==> src/rtl/rd_status_ctrl.sv <==
module rd_status_ctrl #(
  parameter int AW         = 4,
  parameter int FWFT_EDGES = 3,
  parameter int STD_EDGES  = 2
) (
  input  logic        clk,
  input  logic        rst_n,
  input  logic        fwft_mode,
  input  logic        rd_en,
  input  logic [AW:0] wptr_sync,
  output logic        flag,
  output logic        rptr_inc,
  output logic        oreg_load
);

  localparam int AGW = $clog2(FWFT_EDGES + 1);
  localparam logic [AGW-1:0] F_THR = AGW'(FWFT_EDGES - 1);
  localparam logic [AGW-1:0] S_THR = AGW'(STD_EDGES - 1);

  logic [AW:0]    rptr, cnt;
  logic [AGW-1:0] age;
  logic           mem_empty, mem_one, nxt_empty, f_ready, flag_d;

  assign cnt       = wptr_sync - rptr;
  assign mem_empty = (cnt == '0);
  assign mem_one   = (cnt == (AW+1)'(1));

  assign f_ready   = !mem_empty && (age >= F_THR);
  assign oreg_load = fwft_mode ? (f_ready && (!flag || rd_en)) : (flag && rd_en);
  assign rptr_inc  = oreg_load;
  assign nxt_empty = mem_empty || (mem_one && oreg_load);

  always_comb begin
    if (fwft_mode)
      flag_d = oreg_load ? 1'b1 : (rd_en ? 1'b0 : flag);
    else
      flag_d = !nxt_empty && (age >= S_THR);
  end

  always_ff @(posedge clk) begin
    if (!rst_n) begin
      rptr <= '0;
      age  <= '0;
      flag <= 1'b0;
    end else begin
      rptr <= rptr + {{AW{1'b0}}, oreg_load};
      if (nxt_empty)       age <= '0;
      else if (age < F_THR) age <= age + 1'b1;
      flag <= flag_d;
    end
  end

  assert_load_needs_data_R8: assert property (@(posedge clk) disable iff (!rst_n)
    oreg_load |-> !mem_empty);

  assert_fwft_rise_with_load_R2: assert property (@(posedge clk) disable iff (!rst_n)
    (fwft_mode && $rose(flag)) |-> $past(oreg_load));

  assert_fwft_hold_R3: assert property (@(posedge clk) disable iff (!rst_n)
    (fwft_mode && flag && !rd_en) |=> flag);

  assert_std_last_read_drops_R7: assert property (@(posedge clk) disable iff (!rst_n)
    (!fwft_mode && oreg_load && mem_one) |=> !flag);

  assert_std_rise_needs_word_R5: assert property (@(posedge clk) disable iff (!rst_n)
    (!fwft_mode && $rose(flag)) |-> $past(!mem_empty));

endmodule

==> config.mk <==
export PLATFORM = sky130hd
export DESIGN_NAME = rd_status_ctrl
export DESIGN_NICKNAME = d
export VERILOG_FILES = /design/src/rtl/rd_status_ctrl.sv
export SDC_FILE = /design/constraint.sdc
export NUM_CORES = 1
export LEC_CHECK = 0
export BUFFER_PORTS_ARGS = -buffer_cell sky130_fd_sc_hd__buf_2
export CAP_MARGIN = 10
export CORE_MARGIN = 3
export CORE_UTILIZATION = 25
export CTS_BUF_LIST = sky130_fd_sc_hd__clkbuf_8
export DETAILED_ROUTE_END_ITERATION = 12
export GPL_TIMING_DRIVEN = 0
export PLACE_DENSITY_LB_ADDON = 0.05
export SETUP_SLACK_MARGIN = 0.4
export SKIP_CTS_REPAIR_TIMING = 1
export SYNTH_ARGS = -nofsm -noshare
export SYNTH_HDL_FRONTEND = slang
export SYNTH_SLANG_ARGS = --single-unit
==> constraint.sdc <==
create_clock -name clk -period 2.4 [get_ports clk]
set_input_delay 0 -clock clk [delete_from_list [all_inputs] [get_ports clk]]
set_output_delay 0 -clock clk [all_outputs]
set_load 0.05 [all_outputs]
==> metrics list, run 1 <==
- Run status: complete, no violations
* Setup-failing EPs final: 0
- TritonCTS created 3 clock buffers.
* Post-DR wirelength/cell: between 10 and 15 um
- Layout overhead on the synthesized area: 52.0%
- Derived from the worst setup path, the maximum achievable clock frequency is approximately 420 MHz.
- The longest clock path from root to sink contains 2 buffers.
- In this run the count of I/O pins placed on the die edge is 12.
- Gate count of the mapped netlist: 67
- The via count of the first global-routing pass came to 409.
- Sw Ratio: 0.406
- Peak supply drop: ~0.00047 V
- By area the synthesized netlist is led by sky130_fd_sc_hd__dfxtp_1 (28%), sky130_fd_sc_hd__ha_1 (17%), sky130_fd_sc_hd__xnor2_1 (7.5%).
- Core region area: ~2100 um^2
- In this run, synthesis produced a sequential element count of 8.
- In the routed design, unresolved DRC markers number 0.
* Antenna violations before repair: 0
* Slowest-stage cell, CP: sky130_fd_sc_hd__dfxtp_4
- Yosys synthesis warning count: 0
* Placement Cell Area: around 760 um^2
- The floorplan step defined a die boundary enclosing a little under 3000 um^2.
- Setup repair after global routing could not meet its margin everywhere.
- Max-Slew Margin vs Limit: 0.768
- Buffers plus inverters on the worst setup path: 0
- Number of DRC markers after the initial detailed-route iteration: 6
- Largest area contributor in the netlist: sky130_fd_sc_hd__dfxtp_1
- Cell-internal power: about 500 uW
- Sw power: between 300 and 400 uW
- After synthesis, the mean cell area works out to approximately 8.7 um^2.
- Critical Path RT: roughly 2500 ps
* Post-Synthesis Net Count: between 80 and 90
- Count of TritonRoute iterations in the first routing pass: 4
* Antenna diode instance count: 0
- Global routing finished with a remaining overflow of 0.
* Fraction of the mapped netlist area in adder cells: 0.206
- Clock transition at the registers of the reported paths: about 40 ps
* Maximum level of the CTS H-tree: 1
- Mux cell area share after synthesis: 0
- From left edge to right edge, the die measures about 54 um.
- Rows: 16
- The share of total power dissipated in the clock network is 0.191.
- Once detailed placement completed, the half-perimeter wirelength came to roughly 910 um.
* Post-route non-filler standard cell count: roughly 110
* Vias per inst: around 4.3
* Height of the chip: about 54 um
- Commonest cells after routing, fill and taps aside: sky130_fd_sc_hd__buf_2 (10), sky130_fd_sc_hd__inv_1 (9), sky130_fd_sc_hd__dfxtp_1 (6)
- Across all hold checks on the routed design, the worst slack comes to 77.8 ps.
- Area occupied by registers: approximately 170 um^2
* XOR/XNOR share of the synthesized area: 0.120
- Maximum number of pins on one net before global-route repair: 10
* Critical path type: register to register
* First-pass GRT wire length: ~1.8 mm
* Number of clock sinks seen by CTS: 8
- Fraction of power consumed by combinational cells: 0.548
* Number of library cell types mapped by synthesis: 20
- Final Cycle Share: 0.992
* Tightest Pin Transition: approximately 350 ps
* Final count of pins violating max slew: 0
- In this run the remaining antenna-violating nets after routing total 0.
* Number of nets in the final layout: 105
* Leak pwr: a little under 0.4 nW
- The total count of hold-check failures in the final report is 0.
* Part of the power in registers: 0.261
* Crit-path max cell delay: ~350 ps
- The worst path needs approximately 2400 ps of the cycle, external delays included.
- Startpoint Class: register
- Of the synthesized area, sequential elements account for 0.275.
- Final setup skew: between 5 and 6 ps
* Critical path peak fanout: 3
- Count of max-cap constraint violations: 0
- After synthesis the cells add up to a little under 600 um^2.
- Main combinational cell family by area after synthesis: simple AND/OR/NAND/NOR gates
- The path class of the tightest hold or removal check is primary input to register.
* Power per unit of standard cell area: 952 nW/um^2
- Root buffer cell: sky130_fd_sc_hd__clkbuf_8
- The count of buffers added on input and output ports is 11.
- Post-route cell area: slightly below 900 um^2
* Largest delay contributor family on the critical path: adder cells
- The initial utilization of the core area, before any placement, comes to 0.279.
- TritonCTS built the clock tree.
- Post-Synth Simple-Gate Area: 0.213
- All-layer global routing usage: 0.0850
- Cells along the critical path: ha_4 -> fa_2 -> nand2b_4 -> a21oi_4 -> xnor2_2 -> nor3_4 -> a31oi_4 -> ha_4 -> ha_4 -> xor2_1 -> and2_1
- Fraction of post-synthesis cell area in the top cell type by area: 0.275
* Dpl cells: roughly 110
- The routed layout has 481 vias.
- The library cell used most frequently in the layout, excluding fill and tap cells, is sky130_fd_sc_hd__buf_2.
- In this design, the critical path's most frequently occurring cell is sky130_fd_sc_hd__ha_4.
- The design draws about 840 uW.
* Data arrival time of the critical path: between 2000 and 2500 ps
* Placer Congestion: 0.672
- Total area of multi-input combinational cells: ~500 um^2
- The worst setup path is captured at a register.
* Layout filler cell count: around 200
- Later-pin clock latency in the skew report: roughly 230 ps
* Post-Route WL: between 1 and 1.5 mm
- Synthesized-area fraction occupied by ao, oa, aoi and oai cells: 0.120
* Share of final-layout standard cells stronger than drive strength 1: 0.407
==> cell usage after synthesis <==
| library cell | n |
|---|---|
| sky130_fd_sc_hd__a21oi_1 | 6 |
| sky130_fd_sc_hd__a221oi_2 | 1 |
| sky130_fd_sc_hd__a31oi_1 | 1 |
| sky130_fd_sc_hd__and2_1 | 5 |
| sky130_fd_sc_hd__buf_4 | 1 |
| sky130_fd_sc_hd__dfxtp_1 | 8 |
| sky130_fd_sc_hd__fa_1 | 1 |
| sky130_fd_sc_hd__ha_1 | 8 |
| sky130_fd_sc_hd__inv_1 | 8 |
| sky130_fd_sc_hd__nand2_1 | 5 |
| sky130_fd_sc_hd__nand2b_1 | 3 |
| sky130_fd_sc_hd__nand3_1 | 4 |
| sky130_fd_sc_hd__nor2_1 | 3 |
| sky130_fd_sc_hd__nor2b_4 | 1 |
| sky130_fd_sc_hd__nor3_2 | 1 |
| sky130_fd_sc_hd__o211ai_1 | 1 |
| sky130_fd_sc_hd__o21ai_0 | 1 |
| sky130_fd_sc_hd__o22ai_1 | 1 |
| sky130_fd_sc_hd__xnor2_1 | 5 |
| sky130_fd_sc_hd__xor2_1 | 3 |
==> worst reg2reg max path, cell delays in order, from the launching register on <==
cell and delay, ps:
sky130_fd_sc_hd__dfxtp_4 350, sky130_fd_sc_hd__ha_4 170, sky130_fd_sc_hd__fa_2 350, sky130_fd_sc_hd__nand2b_4 160, sky130_fd_sc_hd__a21oi_4 140, sky130_fd_sc_hd__xnor2_2 100, sky130_fd_sc_hd__nor3_4 250, sky130_fd_sc_hd__a31oi_4 140
sky130_fd_sc_hd__ha_4 200, sky130_fd_sc_hd__ha_4 160, sky130_fd_sc_hd__xor2_1 130, sky130_fd_sc_hd__and2_1 130
==> final cells by class <==
class,instances,area share
clock inverter,1,0.00424
timing repair buffer,15,0.103
tap,27,0.0382
inverter,8,0.0339
multi-input combinational,50,0.574
sequential,8,0.187
buffer,1,0.0127
clock buffer,3,0.0467
==> flip-flops by register name, summed over array words and instances, names as in the netlist <==
name and count:
rptr 5, age 2, flag 1
==> metrics by stage <==
step	util	TNS, ps	setup slack (ps)
floorplan	-	-589	-199
global placement	0.364	-485	-184
detailed placement	0.364	-524	-185
CTS	0.386	-639	-206
global route	0.425	-52.9	-26.9
finish	0.425	0	19.2
==> metal layers <==
layer	wire [um]	share of wire	GRT usage
met1	584	0.50	0.122
met3	54	0.047	0.00817
met4	9	0.0078	0.0622
met5	0	0	0
met2	510	0.44	0.116
==> final timing paths <==
kind,from,end,slack (ps),depth (start not counted)
worst min register to register,age[0],age[0],550,3
worst max register to register,rptr[0],rptr[2],20,11
worst min-delay path,rst_n,age[0],80,3
worst max-delay path,rptr[0],rptr[2],20,11
==> cells by family (layout without fill, tap and decap cells) <==
logic type      Yosys count  after routing
flops                     8              8
fa+ha+maj                 9              9
buf+inv                   9             28
simple gates             22             22
xor+xnor                  8              8
compound gates           11             11
==> power groups by stage <==
stage	clock network (mW)	logic, mW	registers (mW)
after floorplan	0	0.310	0.234
after global routing	0.177	0.509	0.223
after CTS	0.168	0.401	0.221
after detailed placement	0	0.399	0.223
after global placement	0	0.399	0.223
final	0.161	0.462	0.220
Power figures use the tool's default switching activity.
==> run 2, diff against run 1 <==
--- a/config.mk
+++ b/config.mk
@@ -13,6 +13,7 @@
 export DETAILED_ROUTE_END_ITERATION = 12
 export GPL_TIMING_DRIVEN = 0
 export PLACE_DENSITY_LB_ADDON = 0.05
+export REMOVE_ABC_BUFFERS = 1
 export SETUP_SLACK_MARGIN = 0.4
 export SKIP_CTS_REPAIR_TIMING = 1
 export SYNTH_ARGS = -nofsm -noshare
==> run 2 against run 1 <==
  * The flow now finishes with violations (negative setup slack)
  * Design area decreased by 7.9%
  * Flip-flop and latch count is the same
  * Combinational power is 7.1% lower
  * Sequential power down 3%
  * Register-to-register slack worse by 40 ps
  * First-iteration DRC count up 67%
  * Power fell by 5.1%
  * Worst setup slack got worse by 40 ps
  * Global-route usage is 0.73 points higher
  * Critical path depth rose by 1
  * Routed wire length is 2.0% higher
  * Clock skew fell by 1.5 ps
==> metrics list, run 2 (synthesized netlist as in run 1, its figures left out) <==
- Number of clock sinks seen by CTS: 8
- Count of max-cap constraint violations: 0
* Overall power after layout: between 700 and 800 uW
- Most common cell after layout, fill and taps aside: sky130_fd_sc_hd__buf_2
- The flow ran to the end, but the final reports show violations.
- Total congestion overflow: 0
- At the end of routability-driven placement, the weighted congestion stood at approximately 0.73.
- Vias in the first global route: ~440
- Floorplan die area: 2940 um^2
- Final count of pins violating max slew: 0
* Tightest Pin Transition: approximately 250 ps
- The die is roughly 54 um tall.
* Antenna diode instance count: 0
* Core region area: 2080 um^2
* Final count of hold timing violations: 0
* Clock transition at the registers of the reported paths: about 40 ps
* Detailed placement HPWL: 936 um
- Vias: approximately 480
* Number of routed nets with antenna violations: 0
* Critical path peak fanout: 2
* Post-route non-filler standard cell count: about 110
- The number of antenna violations at the first check in global routing was 0.
- Number of DRC markers after the initial detailed-route iteration: 10
* Hold_sp: rst_n
- Data on the critical path is required at its endpoint by between 2000 and 3000 ps.
- CTS built an H-tree with a depth of 1.
- The worst setup path is launched from a register.
- Data arrival time of the critical path: 2540 ps
- For this run, the detailed router's first-pass iteration total came to 3.
* Biggest registers after layout: rptr x5, age x2, flag x1
* Dpl cells: between 100 and 150
* Rows: 16
- Across all setup checks in the final design, the least slack found is -20.8 ps.
* Register ranked first by flip-flop count: rptr
- At the end of the flow, the number of nets in the layout was about 100.
- The worst register-to-register path has a setup slack of -20 ps.
- The worst register-to-register path ends at rptr[4].
- Setup violations remaining at the end of the flow were counted as 2.
* Max-Slew Margin vs Limit: 0.833
* Maximum buffer depth of the clock tree: 2
- Min-delay worst type: primary input to register
- Violated checks: negative setup slack
* Worst Setup Slack post-DPL: -403 ps
- Layout overhead on the synthesized area: 40.0%
- The worst hold path terminates at age[0].
* Horizontal extent of the die: about 54 um
* All-layer global routing usage: 0.0923
- In this run the critical register-to-register path is launched from rptr[0].
- After detailed routing, the average wire length per cell comes to 10.8 um.
- For the worst flop-to-flop path, the logic depth is 12.
- Critical path type: register to register
* Worst hold path cell count: 3
* DRC Markers: 0
- For this design the ratio of total power to cell area is 982 nW/um^2.
- Flip-flop count of the largest register, all copies and words added: 5
- 12 I/O pins were placed.
- RSZ-0062 raised after global routing: true
- Leak pwr: ~0.35 nW
- The initial utilization of the core area, before any placement, comes to 0.279.
- Of the available clock period, the critical path in the final layout requires 1.01.
* Area occupied by registers: around 160 um^2
- Buffers placed on the I/O ports in this run total 11.
- TritonCTS built the clock tree.
- Root buffer cell: sky130_fd_sc_hd__clkbuf_8
- Vias per inst: about 4.4
- Buffers inserted during clock tree synthesis total 3.
- The worst setup path is captured at a register.
- The multi-input combinational cells in the finished layout cover a total of 457 um^2.
- After detailed routing, the total wire length is between 1 and 1.5 mm.
- Layout filler cell count: 227
- Commonest cells after routing, fill and taps aside: sky130_fd_sc_hd__buf_2 (9), sky130_fd_sc_hd__inv_1 (8), sky130_fd_sc_hd__dfxtp_1 (6)
- Share of final-layout standard cells stronger than drive strength 1: 0.390
* Maximum clock rate: between 400 and 500 MHz
- Time the final worst path needs with I/O delays and setup: ~2400 ps
* First-pass GRT wire length: 1.91 mm
- Peak supply drop: 0.000538 V
- Entering global routing, the biggest net connects 10 pins.
* Later-pin clock latency in the skew report: roughly 220 ps
* Final setup skew: between 3 and 4 ps
[run 2: cell types whose count changed in the layout (fill, tap and decap cells not counted), moves of 2 or more]
| cell | change |
|---|---|
| sky130_fd_sc_hd__buf_4 | -2 |
| sky130_fd_sc_hd__buf_6 | -2 |
| sky130_fd_sc_hd__ha_2 | +2 |
| sky130_fd_sc_hd__ha_4 | -2 |
| sky130_fd_sc_hd__buf_8 | +2 |
[run 2: power by group]
part	internal [mW]	switching (mW)
clock network	0.108	0.0491
logic	0.200	0.228
registers	0.172	0.0419
total	0.481	0.319
[run 2: final cells by class]
| type | count | area share |
|---|---|---|
| sequential | 8 | 0.200 |
| multi-input combinational | 50 | 0.561 |
| tap | 27 | 0.0415 |
| clock buffer | 3 | 0.0507 |
| inverter | 8 | 0.0369 |
| timing repair buffer | 13 | 0.111 |
[run 2: routing by layer]
layer / up-vias / global-route usage / part of all wire
li1: 253 / - / -
met5: - / 0 / 0
met3: 0 / 0.0327 / 0.034
met2: 7 / 0.145 / 0.50
met1: 218 / 0.109 / 0.46
met4: 0 / 0.0498 / 0
[run 2: critical path, cell delays in order (launching register included)]
cell and delay (ps):
sky130_fd_sc_hd__dfxtp_2 330, sky130_fd_sc_hd__ha_4 170, sky130_fd_sc_hd__fa_2 400, sky130_fd_sc_hd__nand2b_4 160, sky130_fd_sc_hd__a21oi_4 160, sky130_fd_sc_hd__xnor2_2 80
sky130_fd_sc_hd__nor3_2 230, sky130_fd_sc_hd__a31oi_2 140, sky130_fd_sc_hd__ha_2 220, sky130_fd_sc_hd__ha_4 170, sky130_fd_sc_hd__nand3_2 70, sky130_fd_sc_hd__xnor2_1 60
sky130_fd_sc_hd__and2_1 150
[run 2: through the flow]
stage / hold WS (ps) / setup TNS [ps] / cell area, um^2 / util
after floorplan: 116 / -8800 / 574 / -
after global placement: 314 / -1420 / 663 / 0.319
after detailed placement: 322 / -1350 / 663 / 0.319
after CTS: 87.0 / -1360 / 704 / 0.338
after global routing: 108 / -289 / 815 / 0.391
final: 81.1 / -38.1 / 815 / 0.391
[run 2: how the worst max path moves through the flow]
stage          startpoint      end  slack (ps)  cells past startpoint
2_1_floorplan     rptr[0]  rptr[4]       -1670                     12
3_3_place_gp      rptr[0]  rptr[4]        -420                     12
3_5_place_dp      rptr[0]  rptr[4]        -400                     12
4_1_cts           rptr[0]  rptr[4]        -410                     12
5_1_grt           rptr[0]  rptr[4]        -140                     12
6_report          rptr[0]  rptr[4]         -20                     12
==> run 3, diff against run 2 <==
==> constraint.sdc (replaced) <==
create_clock -name clk -period 2 [get_ports clk]
set_input_delay 0 -clock clk [delete_from_list [all_inputs] [get_ports clk]]
set_output_delay 0 -clock clk [all_outputs]
set_load 0.05 [all_outputs]
==> run 3 against run 2 <==
  * Die area unchanged
  * The flow still finishes with violations (negative setup slack)
  * Sequential share of layout area decreased by 0.092 points
  * Via count decreased by 0.42%
  * Sequential power rose by 20%
  * Maximum frequency unchanged
  * Critical path depth unchanged
  * Power is 21% higher
  * Design area grew 0.46%
  * Largest power group unchanged
  * Routed wire length grew 1.6%
  * Combinational power rose by 21%
  * Cell count did not move
  * Flip-flop and latch count stayed put
==> metrics list, run 3 (synthesized netlist as in run 1, its figures left out) <==
* Core Util, Final: 0.393
- Based on the critical path, the design can be clocked at up to around 410 MHz.
* Worst-case setup margin in the final layout: -421 ps
- Commonest cells after routing, fill and taps aside: sky130_fd_sc_hd__buf_2 (9), sky130_fd_sc_hd__inv_1 (8), sky130_fd_sc_hd__dfxtp_1 (6)
* Flip-flop count of the largest register, all copies and words added: 5
- Rows: 16
- Tightest Pin Transition: around 250 ps
- Count of max-cap constraint violations: 0
* All-layer global routing usage: 0.0923
* Floorplan die area: 2940 um^2
- Setup repair after global routing could not meet its margin everywhere.
- Detailed placement finished with a half-perimeter wire length of about 940 um.
* Maximum number of pins on one net before global-route repair: 10
* Maximum level of the CTS H-tree: 1
- Most common cell after layout, fill and taps aside: sky130_fd_sc_hd__buf_2
- Violated checks: negative setup slack
- Clock tree synthesis inserted a total of 3 buffers.
- Of the total power, registers draw 0.266.
* Time the final worst path needs with I/O delays and setup: around 2400 ps
- Layout overhead on the synthesized area: 40.6%
* Final count of pins violating max slew: 0
- For this design the total switching power over the nets is 395 uW.
- Dividing the detail-routed via count by the number of cells gives 4.37.
- Data on the critical path is required at its endpoint by ~2100 ps.
* Register ranked first by flip-flop count: rptr
- The floorplan step set the die width to roughly 54 um.
- The root buffer cell chosen for the clock tree is sky130_fd_sc_hd__clkbuf_8.
- Cells along the critical path: ha_4 -> fa_2 -> nand2b_4 -> a21oi_4 -> xnor2_2 -> nor3_2 -> a31oi_2 -> ha_2 -> ha_4 -> nand3_2 -> xnor2_1 -> and2_1
- The number of buffers and inverters on the critical path is 0.
- In this run the cell area measured after placement is 663 um^2.
* Count of TritonRoute iterations in the first routing pass: 3
- Number of nets in the final layout: approximately 100
- Across the routed clock network, the largest skew measured is roughly 3.4 ps.
* Number of clock sinks seen by CTS: 8
* Maximum buffer depth of the clock tree: 2
- In the final layout, the share of cells above drive strength 1 is 0.427.
- The initial utilization of the core area, before any placement, comes to 0.279.
- The routed design has between 1 and 1.5 mm of wire.
* Fraction of power consumed by combinational cells: 0.537
* Slowest-stage cell, CP: sky130_fd_sc_hd__fa_2
* Post-DR wirelength/cell: roughly 11 um
- Peak supply drop: roughly 0.00065 V
- Critical path type: register to register
* Biggest registers after layout: rptr x5, age x2, flag x1
* First-pass GRT wire length: between 1.5 and 2 mm
- Once layout is done, the placed cells without fillers occupy between 800 and 900 um^2.
* Largest delay contributor family on the critical path: adder cells
- Power share of the clock group: 0.196
- In this run, the number of DRC markers left after iteration 0 of detailed routing was 8.
- Clock transition at the registers of the reported paths: about 40 ps
- Number of port buffers: 11
- Crit-path max cell delay: 400 ps
- Across all hold checks on the routed design, the worst slack comes to a little under 100 ps.
- The total count of hold-check failures in the final report was 0.
- Vias: between 400 and 500
- In this run the power density over the cells is 1180 nW/um^2.
- The via count of the first global-routing pass was about 440.
- In this run the static leakage power is 0.350 nW.
* Min-delay worst type: primary input to register
* Data arrival time of the critical path: roughly 2500 ps
- Number of routed nets with antenna violations: 0
- The number of placed instances, taps included, is about 100.
- Max-Slew Margin vs Limit: 0.833
- Antenna diode instance count: 0
* Cell type with the highest occurrence count on the critical path: sky130_fd_sc_hd__ha_4
- For this run the aggregate overflow at the end of global routing stands at 0.
* DRC Markers: 0
- Sw Ratio: 0.410
- Height of the chip: around 54 um
- The region available for standard cell placement spans roughly 2100 um^2.
- Antenna violations before repair: 0
- After the flow finishes, the layout carries non-filler instances totaling approximately 110.
* Number of primary I/O pins: 12
* Startpoint Class: register
- In this run the worst path has a maximum fanout of 2.
- Setup-failing EPs final: 7
- Later-pin clock latency in the skew report: 220 ps
* CP Capture Type: register
- TritonCTS built the clock tree.
- The run finished, with violations left.
- Placer Congestion: roughly 0.73
* Cell-internal power: 569 uW
* Layout filler cell count: between 200 and 250
- Final Cycle Share: 1.21
-- run 3: cell counts in the layout (fill, tap and decap cells not counted) --
Identical to the previous run, type by type.
-- run 3: stage by stage --
step	total power, mW	setup slack, ps	setup TNS, ps
final	0.964	-421	-2030
after global placement	0.646	-822	-3760
after global routing	1.04	-542	-2780
after CTS	0.847	-810	-4150
after floorplan	0.556	-2070	-11600
after detailed placement	0.650	-803	-3660
-- run 3: cell type report --
cell class              instances  area [um^2]  share of cell area
multi-input cells              50          468               0.572
clock buffers                   3         41.3              0.0505
inverters                       8         30.0              0.0367
well taps                      27         33.8              0.0413
flip-flops and latches          8          163               0.199
repair buffers                 13         82.6               0.101
-- run 3: power groups by stage --
| stage | Clock, mW | Sequential (mW) | Combinational, mW |
|---|---|---|---|
| after floorplan | 0 | 0.261 | 0.296 |
| final | 0.189 | 0.257 | 0.518 |
| after global routing | 0.209 | 0.265 | 0.571 |
| after detailed placement | 0 | 0.251 | 0.400 |
| after CTS | 0.198 | 0.248 | 0.401 |
| after global placement | 0 | 0.251 | 0.395 |
-- run 3: worst paths after layout --
path	from	to	slack (ps)	cells after the start
setup reg to reg	rptr[0]	rptr[4]	-420	12
setup / recovery	rptr[0]	rptr[4]	-420	12
hold reg to reg	age[0]	age[0]	570	3
hold / removal	rst_n	age[0]	100	3
-- run 3: worst register-to-register path: stages, from the launching register on --
cell and delay [ps]:
sky130_fd_sc_hd__dfxtp_2 330, sky130_fd_sc_hd__ha_4 180, sky130_fd_sc_hd__fa_2 400, sky130_fd_sc_hd__nand2b_4 160, sky130_fd_sc_hd__a21oi_4 160, sky130_fd_sc_hd__xnor2_2 80
sky130_fd_sc_hd__nor3_2 230, sky130_fd_sc_hd__a31oi_2 140, sky130_fd_sc_hd__ha_2 220, sky130_fd_sc_hd__ha_4 170, sky130_fd_sc_hd__nand3_2 70, sky130_fd_sc_hd__xnor2_1 60
sky130_fd_sc_hd__and2_1 150
-- run 3: layer usage --
layer,track usage,vias to the layer above,share of wire
met2,0.145,7,0.50
met4,0.0498,0,0
li1,-,252,-
met1,0.109,217,0.47
met3,0.0327,0,0.033
met5,0,-,0
